**src/rtl/xpq_pkg.sv**
```systemverilog
package xpq_pkg;
   localparam int unsigned NUM_LVL = 3;
   localparam int unsigned LVL_W   = 2;

   typedef enum logic [LVL_W-1:0] {
      LVL_URGENT = 2'd0,
      LVL_HIGH   = 2'd1,
      LVL_LOW    = 2'd2,
      LVL_NONE   = 2'd3
   } lvl_e;

   function automatic logic host_level_ok(input logic [LVL_W-1:0] lvl);
      return (lvl == LVL_HIGH) || (lvl == LVL_LOW);
   endfunction
endpackage

```
**src/rtl/xpq_fifo.sv**
```systemverilog
module xpq_fifo #(
   parameter int unsigned WIDTH = 16,
   parameter int unsigned DEPTH = 4,
   localparam int unsigned PTR_W = (DEPTH > 1) ? $clog2(DEPTH) : 1,
   localparam int unsigned CNT_W = $clog2(DEPTH + 1)
) (
   input  logic             clk,
   input  logic             rst_n,
   input  logic             push,
   input  logic [WIDTH-1:0] push_data,
   input  logic             pop,
   output logic [WIDTH-1:0] head,
   output logic             full,
   output logic             empty
);
   logic [WIDTH-1:0] mem [DEPTH];
   logic [PTR_W-1:0] rd_ptr, wr_ptr;
   logic [CNT_W-1:0] cnt;

   initial begin
      assert (DEPTH >= 1) else $error("xpq_fifo: DEPTH must be at least 1");
      assert (WIDTH >= 1) else $error("xpq_fifo: WIDTH must be at least 1");
   end

   function automatic logic [PTR_W-1:0] ptr_inc(input logic [PTR_W-1:0] p);
      return (p == PTR_W'(DEPTH - 1)) ? '0 : p + 1'b1;
   endfunction

   always_ff @(posedge clk or negedge rst_n) begin
      if (!rst_n) begin
         rd_ptr <= '0;
         wr_ptr <= '0;
         cnt    <= '0;
      end else begin
         if (push) wr_ptr <= ptr_inc(wr_ptr);
         if (pop)  rd_ptr <= ptr_inc(rd_ptr);
         cnt <= cnt + CNT_W'(push) - CNT_W'(pop);
      end
   end

   always_ff @(posedge clk) begin
      if (push) mem[wr_ptr] <= push_data;
   end

   assign head  = mem[rd_ptr];
   assign full  = (cnt == CNT_W'(DEPTH));
   assign empty = (cnt == '0);

   AST_NO_OVERFLOW: assert property (@(posedge clk) disable iff (!rst_n) push |-> !full);
   AST_NO_UNDERFLOW: assert property (@(posedge clk) disable iff (!rst_n) pop |-> !empty);
   AST_PUSH_FILLS: assert property (@(posedge clk) disable iff (!rst_n) (push && !pop) |=> !empty);
endmodule

```
**src/rtl/xpq_inflight.sv**
```systemverilog
module xpq_inflight #(
   parameter int unsigned MAX = 4,
   localparam int unsigned CW = $clog2(MAX + 1)
) (
   input  logic clk,
   input  logic rst_n,
   input  logic inc,
   input  logic done,
   output logic at_max,
   output logic idle
);
   logic [CW-1:0] cnt;
   logic          dec;

   initial begin
      assert (MAX >= 1) else $error("xpq_inflight: MAX must be at least 1");
   end

   assign dec = done && (cnt != '0);

   always_ff @(posedge clk or negedge rst_n) begin
      if (!rst_n) cnt <= '0;
      else        cnt <= cnt + CW'(inc) - CW'(dec);
   end

   assign at_max = (cnt == CW'(MAX));
   assign idle   = (cnt == '0);

   AST_INFL_LIMIT: assert property (@(posedge clk) disable iff (!rst_n) at_max |-> !inc);
   AST_DONE_IDLE_IGNORED: assert property (@(posedge clk) disable iff (!rst_n) (idle && done && !inc) |=> idle);
   AST_INC_BUSY: assert property (@(posedge clk) disable iff (!rst_n) inc |=> !idle);
endmodule

```
**src/rtl/xpq_prio_arb.sv**
```systemverilog
module xpq_prio_arb #(
   parameter int unsigned N     = 3,
   parameter int unsigned IDX_W = 2
) (
   input  logic [N-1:0]     req,
   output logic [N-1:0]     grant,
   output logic [IDX_W-1:0] idx,
   output logic             any
);
   initial begin
      assert (N >= 1 && (1 << IDX_W) >= N) else $error("xpq_prio_arb: IDX_W too narrow for N");
   end

   always_comb begin
      grant = '0;
      idx   = '0;
      for (int i = N - 1; i >= 0; i--) begin
         if (req[i]) begin
            grant    = '0;
            grant[i] = 1'b1;
            idx      = IDX_W'(i);
         end
      end
   end

   assign any = |req;
endmodule

```
**src/rtl/xfer_prio_queue_status.sv**
```systemverilog
module xfer_prio_queue_status
   import xpq_pkg::*;
#(
   parameter int unsigned DESC_W   = 16,
   parameter int unsigned QDEPTH   = 4,
   parameter int unsigned INFL_MAX = 4,
   parameter int unsigned STAT_W   = 32
) (
   input  logic              clk,
   input  logic              rst_n,
   input  logic              cc_valid,
   input  logic [DESC_W-1:0] cc_desc,
   output logic              cc_ready,
   input  logic              hd_valid,
   input  logic [1:0]        hd_level,
   input  logic [DESC_W-1:0] hd_desc,
   output logic              hd_ready,
   output logic              hd_err,
   output logic              svc_valid,
   input  logic              svc_ready,
   output logic [1:0]        svc_level,
   output logic [DESC_W-1:0] svc_desc,
   input  logic [2:0]        svc_done,
   input  logic              stat_rd,
   output logic [STAT_W-1:0] stat_data
);
   localparam int unsigned NL = NUM_LVL;

   logic [NL-1:0]     push, pop, full, empty, at_max, idle, elig, grant;
   logic [DESC_W-1:0] head [NL];
   logic [NL-1:0]     status_now;
   logic              hd_lvl_ok;
   logic              svc_any;
   logic [LVL_W-1:0]  svc_idx;

   initial begin
      assert (STAT_W >= NL) else $error("status word narrower than level count");
      assert (QDEPTH >= 1) else $error("QDEPTH must be at least 1");
      assert (INFL_MAX >= 1) else $error("INFL_MAX must be at least 1");
   end

   assign hd_lvl_ok = host_level_ok(hd_level);
   assign cc_ready  = !full[LVL_URGENT];

   always_comb begin
      hd_ready = 1'b1;
      for (int i = 1; i < NL; i++) begin
         if (hd_level == LVL_W'(i)) hd_ready = !full[i];
      end
   end

   for (genvar g = 0; g < NL; g++) begin : g_lvl
      logic [DESC_W-1:0] src_desc;
      if (g == 0) begin : g_cache_src
         assign push[g]  = cc_valid && !full[g];
         assign src_desc = cc_desc;
      end else begin : g_host_src
         assign push[g]  = hd_valid && (hd_level == LVL_W'(g)) && !full[g];
         assign src_desc = hd_desc;
      end

      xpq_fifo #(.WIDTH(DESC_W), .DEPTH(QDEPTH)) u_q (
         .clk(clk), .rst_n(rst_n),
         .push(push[g]), .push_data(src_desc), .pop(pop[g]),
         .head(head[g]), .full(full[g]), .empty(empty[g])
      );

      xpq_inflight #(.MAX(INFL_MAX)) u_infl (
         .clk(clk), .rst_n(rst_n),
         .inc(pop[g]), .done(svc_done[g]),
         .at_max(at_max[g]), .idle(idle[g])
      );

      assign elig[g]       = !empty[g] && !at_max[g];
      assign pop[g]        = grant[g] && svc_ready;
      assign status_now[g] = empty[g] && idle[g];
   end

   xpq_prio_arb #(.N(NL), .IDX_W(LVL_W)) u_arb (
      .req(elig), .grant(grant), .idx(svc_idx), .any(svc_any)
   );

   assign svc_valid = svc_any;
   assign svc_level = svc_idx;

   always_comb begin
      svc_desc = '0;
      for (int i = 0; i < NL; i++) begin
         if (grant[i]) svc_desc = head[i];
      end
   end

   always_ff @(posedge clk or negedge rst_n) begin
      if (!rst_n) begin
         hd_err    <= 1'b0;
         stat_data <= STAT_W'({NL{1'b1}});
      end else begin
         hd_err <= hd_valid && !hd_lvl_ok;
         if (stat_rd) stat_data <= STAT_W'(status_now);
      end
   end

   AST_ERR_CAUSE: assert property (@(posedge clk) disable iff (!rst_n) hd_err |-> $past(hd_valid && !host_level_ok(hd_level)));
   AST_BAD_LVL_NO_PUSH: assert property (@(posedge clk) disable iff (!rst_n) (hd_valid && !hd_lvl_ok) |-> (push[2:1] == 2'b00));
   AST_STRICT_PRIO: assert property (@(posedge clk) disable iff (!rst_n) (svc_valid && svc_level != 2'd0) |-> (empty[0] || at_max[0]));
   AST_STATUS_MEANS_EMPTY: assert property (@(posedge clk) disable iff (!rst_n) (stat_rd && status_now[0]) |=> (stat_data[0] && stat_data[STAT_W-1:NL] == '0));
   AST_STATUS_IDLE_EMPTY: assert property (@(posedge clk) disable iff (!rst_n) status_now[0] |-> !svc_valid || svc_level != 2'd0);
endmodule

```
**config.mk**
```make
export PLATFORM = sky130hd
export DESIGN_NAME = xfer_prio_queue_status
export DESIGN_NICKNAME = d
export VERILOG_FILES = /design/src/rtl/xpq_pkg.sv /design/src/rtl/xpq_fifo.sv /design/src/rtl/xpq_inflight.sv /design/src/rtl/xpq_prio_arb.sv /design/src/rtl/xfer_prio_queue_status.sv
export SDC_FILE = /design/constraint.sdc
export NUM_CORES = 1
export LEC_CHECK = 0
export ABC_AREA = 1
export ABC_CLOCK_PERIOD_IN_PS = 2770
export BUFFER_PORTS_ARGS = -buffer_cell sky130_fd_sc_hd__buf_2
export CAP_MARGIN = 20
export CORE_MARGIN = 8
export CORE_UTILIZATION = 50
export CTS_CLUSTER_SIZE = 24
export DETAILED_ROUTE_END_ITERATION = 12
export PLACE_DENSITY_LB_ADDON = 0.1
export SLEW_MARGIN = 20
export SYNTH_ARGS = -nofsm -noshare
export SYNTH_HDL_FRONTEND = slang
export SYNTH_HIERARCHICAL = 1
export SYNTH_SLANG_ARGS = --single-unit
export TNS_END_PERCENT = 5
```
**constraint.sdc**
```tcl
create_clock -name clk -period 2.77 [get_ports clk]
set_clock_uncertainty 0.1 [all_clocks]
set_input_delay 0.277 -clock clk [delete_from_list [all_inputs] [get_ports clk]]
set_output_delay 0.277 -clock clk [all_outputs]
set_load 0.01 [all_outputs]
```
---- Yosys cells after proc, flatten, opt, wreduce, memory -nomap -nowiden ----
Memory sizes are Yosys's and may differ from the RTL's.
Cells that the tools add are included.
cells by class
  add/subtract/negate cells ............... 18
  $mul .................................... 0
  div/mod/pow operators ................... 0
  order comparisons ....................... 0
  equality and inequality tests ........... 14
  shift-type cells ........................ 0
  muxes and demuxes ....................... 23
  bitwise logic cells ..................... 0
  reduce and logical (&&, ||, !) cells .... 39
operator list
  operator                                                               count
  16-bit 2-to-1 mux                                                      3
  3-bit by 1-bit adder with 3-bit output                                 6
  3-bit equality test, second input constant                             6
  1-bit logical AND                                                      18
  3-bit logical NOT                                                      6
  2-bit 2-to-1 mux                                                       9
  3-bit by 1-bit subtractor with 3-bit output                            6
  2-bit equality test, second input constant                             7
  2-bit by 1-bit adder with 2-bit output, second input constant          6
  1-bit logical NOT                                                      10
  3-bit 2-to-1 mux                                                       3
  3-bit nonzero test                                                     3
  1-bit 2-to-1 mux                                                       8
  3-bit OR reduction                                                     1
  2-bit by 1-bit equality test with 1-bit output, second input constant  1
  1-bit logical OR                                                       1
word-level totals
  flip-flop bits (word level) ............. 34
  latch bits .............................. 0
  memory bits (writable) .................. 192
  ROM bits ................................ 0
  input bits .............................. 43
  output and inout port bits .............. 54
  logic and storage cells ................. 111
  memories ................................ 3
memories
  name              words  width  rd ports  clocked after memory_dff  wr ports  RTL line        text
  g_lvl[0].u_q.mem  4      16     1         0                         1         xpq_fifo.sv:16  logic [WIDTH-1:0] mem [DEPTH];
  g_lvl[1].u_q.mem  4      16     1         0                         1         xpq_fifo.sv:16
  g_lvl[2].u_q.mem  4      16     1         0                         1         xpq_fifo.sv:16

---- Longest topological paths before layout ----
  depth in word-level cells ............... 9
  gate-level depth with buffers ........... 18
  depth with buffers taken out ............ 17

---- By module ----
The synthesis kept the hierarchy.
by module, submodules not included
  module                  times used  cells an instance  area an instance (µm²)  seq. area each (µm²)
  xpq_fifo                3           301                3146.8                  2097.0
  xfer_prio_queue_status  1           191                1017.2                  103.8
  xpq_inflight            3           23                 192.7                   75.1
  xpq_prio_arb            1           10                 53.8                    0.0

---- Worst setup path before layout ----
No wires, ideal clock.
  path kind ............................... register to register
  from .................................... reg g_lvl[0].u_q.cnt[1]
  to ...................................... reg g_lvl[0].u_q.cnt[2]
  setup time .............................. 0.117 ns
  data arrival time ....................... 2.283 ns
  data required time ...................... 2.553 ns
  path slack .............................. 0.271 ns
  cell stages (with the launch flop) ...... 16
  path buffers ............................ 3
  period minus slack after synthesis ...... 2.499 ns
  cell sequence ........................... dfrtp_1 -> nor3_1 -> nor2_1 -> buf_4 -> buf_6 -> buf_12 -> nand2_1 -> inv_1 -> ha_1 -> inv_1 -> ha_1 -> fa_1 -> inv_1 -> nand2_1 -> nand3_1 -> nand2_1
on the way
  cells in the longest elaborated chain, start to end .. 6
  elaborated cells on any way between the ends .. 10
  those cells by class .................... add/sub: 2; eq/ne: 1; mux: 1; reduce/logical: 6
RTL lines
  item                                         RTL line                      text
  start, declared                              xpq_fifo.sv:18                logic [CNT_W-1:0] cnt;
  start signal, assigned                       xpq_fifo.sv:37                cnt <= cnt + CNT_W'(push) - CNT_W'(pop);
  3-bit logical NOT                            xpq_fifo.sv:47                assign empty = (cnt == '0);
  net empty[0]                                 xfer_prio_queue_status.sv:29  logic [NL-1:0] push, pop, full, empty, at_max, idle, elig, grant;
  1-bit logical NOT                            xfer_prio_queue_status.sv:74  assign elig[g] = !empty[g] && !at_max[g];
  1-bit logical AND                            xfer_prio_queue_status.sv:74
  net elig[0]                                  xfer_prio_queue_status.sv:29
  3-bit 2-to-1 mux                             xpq_prio_arb.sv:18            if (req[i]) begin
  net grant[0]                                 xfer_prio_queue_status.sv:29
  1-bit logical AND                            xfer_prio_queue_status.sv:75  assign pop[g] = grant[g] && svc_ready;
  net pop[0]                                   xfer_prio_queue_status.sv:29
  3-bit by 1-bit subtractor with 3-bit output  xpq_fifo.sv:37
The timed path passes the listed nets, and every way through them passes these cells.
A chain may end at the register's enable or synchronous reset.

---- Worst setup path after layout ----
  from .................................... reg g_lvl[1].u_q.cnt[0]
  to ...................................... out svc_desc[0]
on the way
  cells in the longest elaborated chain, start to end .. 8
RTL lines
  item                                RTL line                      text
  start, declared                     xpq_fifo.sv:18
  start signal, assigned              xpq_fifo.sv:37
  3-bit logical NOT (*)               xpq_fifo.sv:47
  net empty[1]                        xfer_prio_queue_status.sv:29
  1-bit logical NOT (*)               xfer_prio_queue_status.sv:74
  1-bit logical AND (*)               xfer_prio_queue_status.sv:74
  net elig[1]                         xfer_prio_queue_status.sv:29
  3-bit 2-to-1 mux (*) (2 in series)  xpq_prio_arb.sv:18
  16-bit 2-to-1 mux (2 in series)     xfer_prio_queue_status.sv:89  if (grant[i]) svc_desc = head[i];
  16-bit 2-to-1 mux (*)               xfer_prio_queue_status.sv:89
  end, declared                       xfer_prio_queue_status.sv:22  output logic [DESC_W-1:0] svc_desc,
Mark *: on every way through the listed nets, which the timed path passes. The rest lies on a longest branch.

==> summary.txt <==
number of I/O port buffers - 67
final setup violation count - 0
routability cong. - 0.757
transition time at the pin with the least slew margin - 0.797 ns
Crit Path Max Fanout - 32
Worst slew margin - 46.9%
synthesized instance count - 1,173
Mapped Area - 11,100 µm²
Post-DP HPWL - 15,400 µm
hold-critical path endpoint - g_lvl[2].u_q/mem[2][13]
Final Max Slew Viols - 0
Overall Global Routing Usage - 17.4%
CORE AREA - 21,800 µm²
Yosys reg bits - 226
clk_lat worst skew - 0.50 ns
hold path start - hd_desc[13]
worst r2r src - g_lvl[0].u_q/cnt[1]
sequential-to-total area share from yosys stat - 59.7%
dpl cell area - 11,500 µm²
layout cells sized above 1 - 11.2%
Max Freq - 0.385 GHz
Crit Path Class - reg -> out
Max H-tree Level - 1
Starting Density - 50.8%
Max Cap Viol - 0
layout net count - 1,363
die height - 165 µm
final instance area - 12,600 µm²
DRT met1 WL - 10,200 µm
largest net degree at the start of global routing - 35
Min Clock Period, post-route - 2.60 ns
reg2reg path depth - 13
final setup TNS - 0 ns
CP Capture Type - output port
Reg2Reg Capture Point - g_lvl[1].u_q/cnt[2]
highest metal used - met4
boundary pin count - 97
crit path launch type - register
Worst-path clk slew - 0.06 ns
Min Hold Slack - 0.0346 ns
critical path arrival - 2.22 ns
drt pass-1 iters - 5
via/cell ratio - 4.61
Worst EP required - 2.39 ns
Leak - 6.23 nW
Root Driver - clkbuf_16
Max VDD drop - 0.000565 V
Antenna diodes - 0
met2 wire len - 11,600 µm
DR DRC count - 0
PwrDens - 994 nW/µm²
r2r setup slk - 0.36 ns
Sink Count - 226
Final ANT Viol Nets - 0
hold depth - 1
Syn. warnings - 6
CTS buffer count - 25
Die W - 165 µm
DR WL/cell - 14.6 µm
P&R area growth vs syn - 13.3%
outcome - finished, final reports clean
Rows - 54
vias in the first global route - 7,053
Via Count - 7,300
Total Wirelength - 23,200 µm
Cell variety after synth - 22
total die area - 27,200 µm²
Fin. Hold Viols - 0
mean post-synth cell area - 9.45 µm²
first-pass GRT wire length - 37,100 µm
total power - 12.5 mW
Hold Crit Class - in -> reg
CTS tree - done
Initial DRC Count - 372
grt total ovfl - 0
wire length on met3 - 1010 µm
clk buf depth - 3
initial antenna violation count - 0
final worst path period share - 93.7%
## critical path, stage by stage, from the launching register on
cell and delay (ns):
dfrtp_1 0.40, nor3_2 0.24, nor2_1 0.10, inv_2 0.08
nand2_2 0.05, nor2_2 0.11, inv_1 0.09, buf_12 0.18
nand2_1 0.09, nor2_1 0.05, nor2_1 0.17, buf_2 0.17
## layer usage
| metal | vias up | track usage (%) |
|---|---|---|
| met5 | - | 0 |
| li1 | 3754 | - |
| met2 | 129 | 30.5 |
| met4 | 0 | 3.85 |
| met3 | 29 | 2.74 |
| met1 | 3388 | 22.3 |
## metrics by stage
stage	utilization, %	cells	setup slack, ns
final	57.6	1583	0.174
after floorplan	-	1201	0.271
after CTS	57.3	1581	0.00820
after detailed placement	52.5	1502	0.265
after global routing	57.6	1583	-0.000700
after global placement	52.5	1502	0.353
## where the power goes
group          internal, mW  switching [mW]  total [mW]
sequential             4.25           0.294        4.54
combinational          1.68            3.38        5.06
clock                  1.66            1.23        2.89
## area by class of cell
class	instances	area (µm²)
Clock buffer	37	671
Clock inverter	8	36.3
Fill cell	1946	9250
Inverter	273	1030
Multi-Input combinational cell	631	2950
Sequential cell	226	6620
Tap cell	280	350
Timing Repair Buffer	128	910
## cell usage in the layout, fill, tap and decap left out, drive strengths merged
| master | netlist | routed |
|---|---|---|
| dfstp | 3 | 3 |
| clkinv | 0 | 7 |
| nand3 | 105 | 105 |
| ha | 29 | 29 |
| inv | 273 | 273 |
| fa | 6 | 6 |
| clkinvlp | 0 | 1 |
| conb | 1 | 29 |
| nand2 | 352 | 352 |
| clkbuf | 0 | 37 |
| dlygate4sd3 | 0 | 35 |
| o21ai | 16 | 16 |
| buf | 71 | 93 |
| nor2 | 82 | 82 |
| nor3 | 12 | 12 |
| edfxtp | 192 | 192 |
| dfrtp | 31 | 31 |
## cells in the mapped netlist, drive strengths merged
| master | instances | area (µm²) |
|---|---|---|
| nand2 | 352 | 1330 |
| inv | 273 | 1030 |
| edfxtp | 192 | 5770 |
| nand3 | 105 | 526 |
| nor2 | 82 | 310 |
| buf | 71 | 631 |
| dfrtp | 31 | 776 |
| ha | 29 | 363 |
| o21ai | 16 | 80.1 |
| nor3 | 12 | 75.1 |
| fa | 6 | 120 |
| dfstp | 3 | 78.8 |
| conb | 1 | 3.75 |
## sequential cells by signal, indices dropped and copies added, names as in the netlist
name              count
stat_data             3
g_lvl.u_q/cnt         9
g_lvl.u_q/mem       192
g_lvl.u_q/wr_ptr      6
hd_err                1
g_lvl.u_q/rd_ptr      6
g_lvl.u_infl/cnt      9
## worst max-delay path by stage
stage | depth (start not counted) | endpoint | startpoint | slack, ns
global route | 11 | svc_desc[0] | g_lvl[1].u_q/cnt[0] | -0.0007
finish | 11 | svc_desc[0] | g_lvl[1].u_q/cnt[0] | 0.17
global placement | 15 | g_lvl[2].u_q/cnt[2] | g_lvl[1].u_q/cnt[1] | 0.35
floorplan | 15 | g_lvl[0].u_q/cnt[2] | g_lvl[0].u_q/cnt[1] | 0.27
CTS | 8 | svc_desc[13] | g_lvl[0].u_q/cnt[0] | 0.008
detailed placement | 13 | g_lvl[1].u_q/cnt[2] | g_lvl[0].u_q/cnt[0] | 0.27
## repair_timing
action | 4_1_cts | 5_1_grt
endpoints found under the setup margin | 14 | 18
endpoints found under the hold margin | 204 | 8
hold buffers | 34 | 1
pin swaps | 0 | 2
setup buffers | 0 | 1
gates resized for setup | 2 | 10
## kinds of logic (layout without fill, tap and decap cells)
kind of cell,Yosys count,count (layout),share of synthesized area [%]
buffers and inverters,344,446,15.0
AO/OA/AOI/OAI,16,16,0.722
flip-flops,226,226,59.7
adder cells (fa/ha/maj),35,35,4.36
other,1,29,0.0338
AND/OR/NAND/NOR,551,551,20.2
Power figures use the tool's default switching activity.
